--- config.mk ---
export PLATFORM = sky130hd
export DESIGN_NAME = nand_colread_seq
export DESIGN_NICKNAME = d
export VERILOG_FILES = /design/src/rtl/nand_colread_seq.sv
export SDC_FILE = /design/constraint.sdc
export NUM_CORES = 1
export LEC_CHECK = 0
export ABC_CLOCK_PERIOD_IN_PS = 2800
export CORE_ASPECT_RATIO = 0.8
export CORE_MARGIN = 5
export CORE_UTILIZATION = 50
export CTS_CLUSTER_DIAMETER = 200
export CTS_CLUSTER_SIZE = 25
export DETAILED_ROUTE_END_ITERATION = 10
export DONT_BUFFER_PORTS = 1
export PLACE_DENSITY_LB_ADDON = 0.3
export SYNTH_ARGS = -nofsm -noshare
export SYNTH_HDL_FRONTEND = slang
export SYNTH_SLANG_ARGS = --single-unit
--- constraint.sdc ---
create_clock -name clk -period 2.8 [get_ports clk]
set_input_delay 0.14 -clock clk [delete_from_list [all_inputs] [get_ports clk]]
set_output_delay 0.14 -clock clk [all_outputs]
set_load 0.03 [all_outputs]
--- src/rtl/nand_colread_seq.sv ---
module nand_colread_seq #(
  parameter int COL_W    = 12,
  parameter int ROW_W    = 16,
  parameter int CNT_W    = 12,
  parameter int WE_LO    = 2,
  parameter int WE_HI    = 2,
  parameter int RE_LO    = 2,
  parameter int RE_HI    = 2,
  parameter int WHR      = 3,
  parameter int TWB      = 2,
  parameter int BUSY_MAX = 200
) (
  input  logic             clk,
  input  logic             rst_n,
  input  logic             req_valid,
  output logic             req_ready,
  input  logic             req_jump,
  input  logic [ROW_W-1:0] req_row,
  input  logic [COL_W-1:0] req_col,
  input  logic [CNT_W-1:0] req_cnt,
  output logic             out_valid,
  input  logic             out_ready,
  output logic [7:0]       out_data,
  output logic             err_nopage,
  output logic             busy_fault,
  output logic             nand_cle,
  output logic             nand_ale,
  output logic             nand_we_n,
  output logic             nand_re_n,
  output logic [7:0]       nand_io_out,
  output logic             nand_io_oe,
  input  logic [7:0]       nand_io_in,
  input  logic             nand_rb_n
);
  localparam int TW = 8;
  localparam int BW = $clog2(BUSY_MAX + 1);

  typedef enum logic [3:0] {
    S_IDLE, S_WLO, S_WHI, S_WB, S_RB, S_TURN, S_RLO, S_RHI, S_OUT
  } st_t;

  st_t              state;
  logic [2:0]       step;
  logic [TW-1:0]    tmr;
  logic [BW-1:0]    bcnt;
  logic [CNT_W-1:0] rem;
  logic [COL_W-1:0] col_q;
  logic [ROW_W-1:0] row_q;
  logic             jump_q;
  logic             page_loaded;
  logic [7:0]       data_q;
  logic             err_q, fault_q;
  logic [15:0]      col16, row16;
  logic [7:0]       bus_byte;
  logic             is_cmd, last_step, in_write;

  assign col16     = 16'(col_q);
  assign row16     = 16'(row_q);
  assign last_step = jump_q ? (step == 3'd3) : (step == 3'd5);
  assign is_cmd    = (step == 3'd0) || last_step;
  assign in_write  = (state == S_WLO) || (state == S_WHI);

  always_comb begin
    if (jump_q) begin
      case (step)
        3'd0:    bus_byte = 8'h05;
        3'd1:    bus_byte = col16[7:0];
        3'd2:    bus_byte = col16[15:8];
        default: bus_byte = 8'hE0;
      endcase
    end else begin
      case (step)
        3'd0:    bus_byte = 8'h00;
        3'd1:    bus_byte = col16[7:0];
        3'd2:    bus_byte = col16[15:8];
        3'd3:    bus_byte = row16[7:0];
        3'd4:    bus_byte = row16[15:8];
        default: bus_byte = 8'h30;
      endcase
    end
  end

  assign req_ready   = (state == S_IDLE);
  assign out_valid   = (state == S_OUT);
  assign out_data    = data_q;
  assign err_nopage  = err_q;
  assign busy_fault  = fault_q;
  assign nand_we_n   = (state != S_WLO);
  assign nand_re_n   = (state != S_RLO);
  assign nand_cle    = in_write && is_cmd;
  assign nand_ale    = in_write && !is_cmd;
  assign nand_io_oe  = in_write;
  assign nand_io_out = in_write ? bus_byte : 8'h00;

  always_ff @(posedge clk or negedge rst_n) begin
    if (!rst_n) begin
      state       <= S_IDLE;
      step        <= '0;
      tmr         <= '0;
      bcnt        <= '0;
      rem         <= '0;
      col_q       <= '0;
      row_q       <= '0;
      jump_q      <= 1'b0;
      page_loaded <= 1'b0;
      data_q      <= '0;
      err_q       <= 1'b0;
      fault_q     <= 1'b0;
    end else begin
      case (state)
        S_IDLE: if (req_valid) begin
          err_q   <= 1'b0;
          fault_q <= 1'b0;
          if (req_jump && !page_loaded) begin
            err_q <= 1'b1;
          end else begin
            jump_q <= req_jump;
            col_q  <= req_col;
            rem    <= req_cnt;
            if (!req_jump) begin
              row_q       <= req_row;
              page_loaded <= 1'b0;
            end
            step  <= '0;
            tmr   <= '0;
            state <= S_WLO;
          end
        end
        S_WLO: if (tmr == TW'(WE_LO - 1)) begin
          tmr   <= '0;
          state <= S_WHI;
        end else tmr <= tmr + 1'b1;
        S_WHI: if (tmr == TW'(WE_HI - 1)) begin
          tmr <= '0;
          if (last_step) state <= jump_q ? S_TURN : S_WB;
          else begin
            step  <= step + 1'b1;
            state <= S_WLO;
          end
        end else tmr <= tmr + 1'b1;
        S_WB: if (tmr == TW'(TWB - 1)) begin
          tmr   <= '0;
          bcnt  <= '0;
          state <= S_RB;
        end else tmr <= tmr + 1'b1;
        S_RB: if (nand_rb_n) begin
          page_loaded <= 1'b1;
          tmr         <= '0;
          state       <= S_TURN;
        end else if (bcnt == BW'(BUSY_MAX - 1)) begin
          fault_q <= 1'b1;
          state   <= S_IDLE;
        end else bcnt <= bcnt + 1'b1;
        S_TURN: if (tmr == TW'(WHR - 1)) begin
          tmr   <= '0;
          state <= (rem == '0) ? S_IDLE : S_RLO;
        end else tmr <= tmr + 1'b1;
        S_RLO: if (tmr == TW'(RE_LO - 1)) begin
          tmr    <= '0;
          data_q <= nand_io_in;
          state  <= S_RHI;
        end else tmr <= tmr + 1'b1;
        S_RHI: if (tmr == TW'(RE_HI - 1)) begin
          tmr   <= '0;
          state <= S_OUT;
        end else tmr <= tmr + 1'b1;
        S_OUT: if (out_ready) begin
          rem   <= rem - 1'b1;
          tmr   <= '0;
          state <= (rem == CNT_W'(1)) ? S_IDLE : S_RLO;
        end
        default: state <= S_IDLE;
      endcase
    end
  end

  assert_cmd_addr_excl_R1: assert property (@(posedge clk) disable iff (!rst_n)
    !(nand_cle && nand_ale));

  assert_no_read_while_busy_R2: assert property (@(posedge clk) disable iff (!rst_n)
    !nand_rb_n |-> nand_re_n);

  assert_reject_jump_R6: assert property (@(posedge clk) disable iff (!rst_n)
    req_valid && req_ready && req_jump && !page_loaded |=> err_nopage && req_ready && nand_we_n);

  assert_fault_unloads_R7: assert property (@(posedge clk) disable iff (!rst_n)
    $rose(busy_fault) |-> req_ready && !page_loaded);

  assert_bus_released_R8: assert property (@(posedge clk) disable iff (!rst_n)
    !nand_re_n |-> !nand_io_oe && nand_we_n);

  assert_hold_output_R9: assert property (@(posedge clk) disable iff (!rst_n)
    out_valid && !out_ready |=> out_valid && $stable(out_data));
endmodule

==> flow_summary.json <==
{
  "clock_sinks": 75,
  "antenna_found_initial": 0,
  "root_buffer": "clkbuf_8",
  "hold_viol": 0,
  "fin_skew_ns": 0.01357,
  "insertedDiodeCount": 0,
  "synth_top_area_frac": 0.4350,
  "post_cts_resized": 0,
  "ios": 79,
  "top_usage_layer": "met2",
  "crit_type": "reg2out",
  "cp-end-kind": "primary output",
  "routed_wl_mm": 10.37,
  "synthCells": 458,
  "hpwl_mm": 7.052,
  "fillers": 692,
  "crit_family": "simple AND/OR/NAND/NOR gates",
  "setup_viol": 0,
  "synthFlopType": "dfrtp_1",
  "max_freq_mhz": 383.6,
  "grt-ovfl-total": 0,
  "start_util": 0.5108,
  "leakage_nw": 2.231,
  "seq_area_frac_synth": 0.4350,
  "peakVddDrop_mv": 0.4691,
  "async_flop_share": 1.000,
  "crit_required_ns": 2.66,
  "grt_use_met3": 0.05045,
  "wl_per_cell_um": 16.73,
  "crit_buf_inv": 1,
  "cts_tree": "yes",
  "core_area_um2": 8446,
  "finalSetupTns_ns": 0,
  "min_path_type": "in2reg",
  "use_met1": 0.2851,
  "die_h_um": 93.08,
  "synth_commonest_cells": "dfrtp_1, nand2_1, nor2_1, a21oi_1, mux2_2",
  "tightest_slew_ns": 0.6811,
  "grt_util_met2": 0.3186,
  "place_ws_ns": 0.5292,
  "area_growth_pct": 18.07,
  "critical_path.max_stage_delay_ns": 0.76,
  "place_inst": 555,
  "ys_warn_count": 0,
  "cellPowerDensity_nw_per_um2": 935.8,
  "drtIter0Drc": 308,
  "rrSetupSlack_ns": 0.51,
  "grt_setup_unrepaired": "false",
  "gp_congestion": 0.8718,
  "via_per_inst": 5.635,
  "fin_crit_ns": 2.607,
  "rows": 30,
  "startpoint": "state[0]",
  "synth_area_leaders": "dfrtp_1, nand2_1, mux2_2",
  "startpoint_type": "flop",
  "grt_pass1_vias": 3442,
  "die_area_um2": 10600,
  "die_width_um": 113.9,
  "cts_buffers": 9,
  "worst_hold_slack_ns": 0.02546,
  "grt_max_degree": 76,
  "drtPass1Iterations": 5,
  "syn_area_um2": 4314,
  "r2r_start": "state[0]",
  "drc_errors": 0,
  "grt_pass1_wl_mm": 17.26,
  "setup_ws_ns": 0.1930,
  "track_usage": 0.2051,
  "drv_slew": 0,
  "nNetsFinal": 569,
  "yosysTopAreaCell": "dfrtp_1",
  "io_buffers": 0,
  "mappedNetlistNets": 524,
  "cp_max_fo": 22,
  "num_vias": 3494,
  "synth_edf_count": 0,
  "synth.distinct_cells": 70,
  "maxSlewHeadroom": 0.5454,
  "drive_gt1_frac": 0.1457,
  "cts_max_level": 3,
  "fin_cells": 620,
  "drv_cap": 0,
  "clockBufferDepth": 2,
  "hp-start": "req_cnt[6]",
  "power_w": 0.004766,
  "clock_latency_ns": 0.35,
  "postSynthAreaPerCell_um2": 9.420,
  "path_cells": "xor2_1, nand2_1, inv_1, nand3_1, nor2_1",
  "ys_ff_latch": 75,
  "clkSlewWorstSetupHoldPaths_ns": 0.08,
  "ant_nets": 0,
  "crit_slowest_cell": "dfrtp_1",
  "min_period_over_period": 0.9311,
  "worstPathArrival_ns": 2.47,
  "status": "finished, final reports clean",
  "yosysMostFrequentCell": "dfrtp_1"
}
==> cell usage in the layout (no fill, tap or decap), types with 4 or more instances in the layout <==
master,count
a21oi_1,31
a22oi_1,9
a31oi_1,7
and3_1,5
buf_4,9
clkbuf_8,9
dfrtp_1,75
dlygate4sd3_1,48
ha_1,12
inv_1,14
mux2_2,22
nand2_1,72
nand2b_1,9
nand3_1,11
nor2_1,41
nor2b_1,6
nor3_1,9
o21ai_0,20
o21bai_1,4
o22ai_1,6
or2_2,5
xor2_1,7
==> what timing repair did <==
item / 4_1_cts / 5_1_grt
hold buffers: 48 / 1
endpoints found under the hold margin: 122 / 1
buffers inserted: 0 / 0
==> registers in the layout, summed over array words and instances, names as in the netlist <==
name         flops
bcnt             8
busy_fault       1
col_q           12
err_nopage       1
jump_q           1
out_data         8
page_loaded      1
rem             12
row16           16
state            4
step             3
tmr              8
==> cell families after synthesis <==
family / share of synthesized area
AOI/OAI and AO/OA: 0.1584
xor gates and xnor gates: 0.01421
adders and majority gates: 0.03480
buffers and inverters: 0.04553
DFF: 0.4350
muxes: 0.07251
and+or+nand+nor: 0.2396
==> per-stage QoR <==
stage	util	cell area, um^2
final	0.6031	5094
after global routing	0.6031	5094
after CTS	0.6019	5084
after detailed placement	0.5188	4382
after global placement	0.5188	4382
after floorplan	-	4314
==> final timing paths <==
check	endpoint	cells past startpoint
worst max-delay path	nand_io_out[3]	5
worst min-delay path	rem[6]	2
worst max register to register	rem[10]	5
worst min register to register	row16[12]	2
max in group asynchronous	step[2]	2
min in group asynchronous	col_q[9]	2
==> per-layer routing <==
layer | vias up | part of all wire
met1 | 1680 | 0.47
met5 | - | 0
li1 | 1709 | -
met4 | 0 | 0.015
met3 | 15 | 0.048
met2 | 90 | 0.47
==> power by group <==
group	total (W)	internal [W]	switching (W)
clock	0.000878	0.000426	0.000453
sequential	0.00207	0.00150	0.000569
combinational	0.00182	0.000807	0.00101
==> area by class of cell <==
class / instances / area, um^2 / share of cell area
Tap cell: 112 / 140.1 / 0.02751
Clock inverter: 7 / 80.08 / 0.01572
Sequential cell: 75 / 1877 / 0.3685
Multi-Input combinational cell: 344 / 2241 / 0.4399
Inverter: 15 / 56.30 / 0.01105
Clock buffer: 9 / 123.9 / 0.02432
Timing Repair Buffer: 58 / 575.6 / 0.1130
Note: power is estimated with default switching activity, not from simulation.
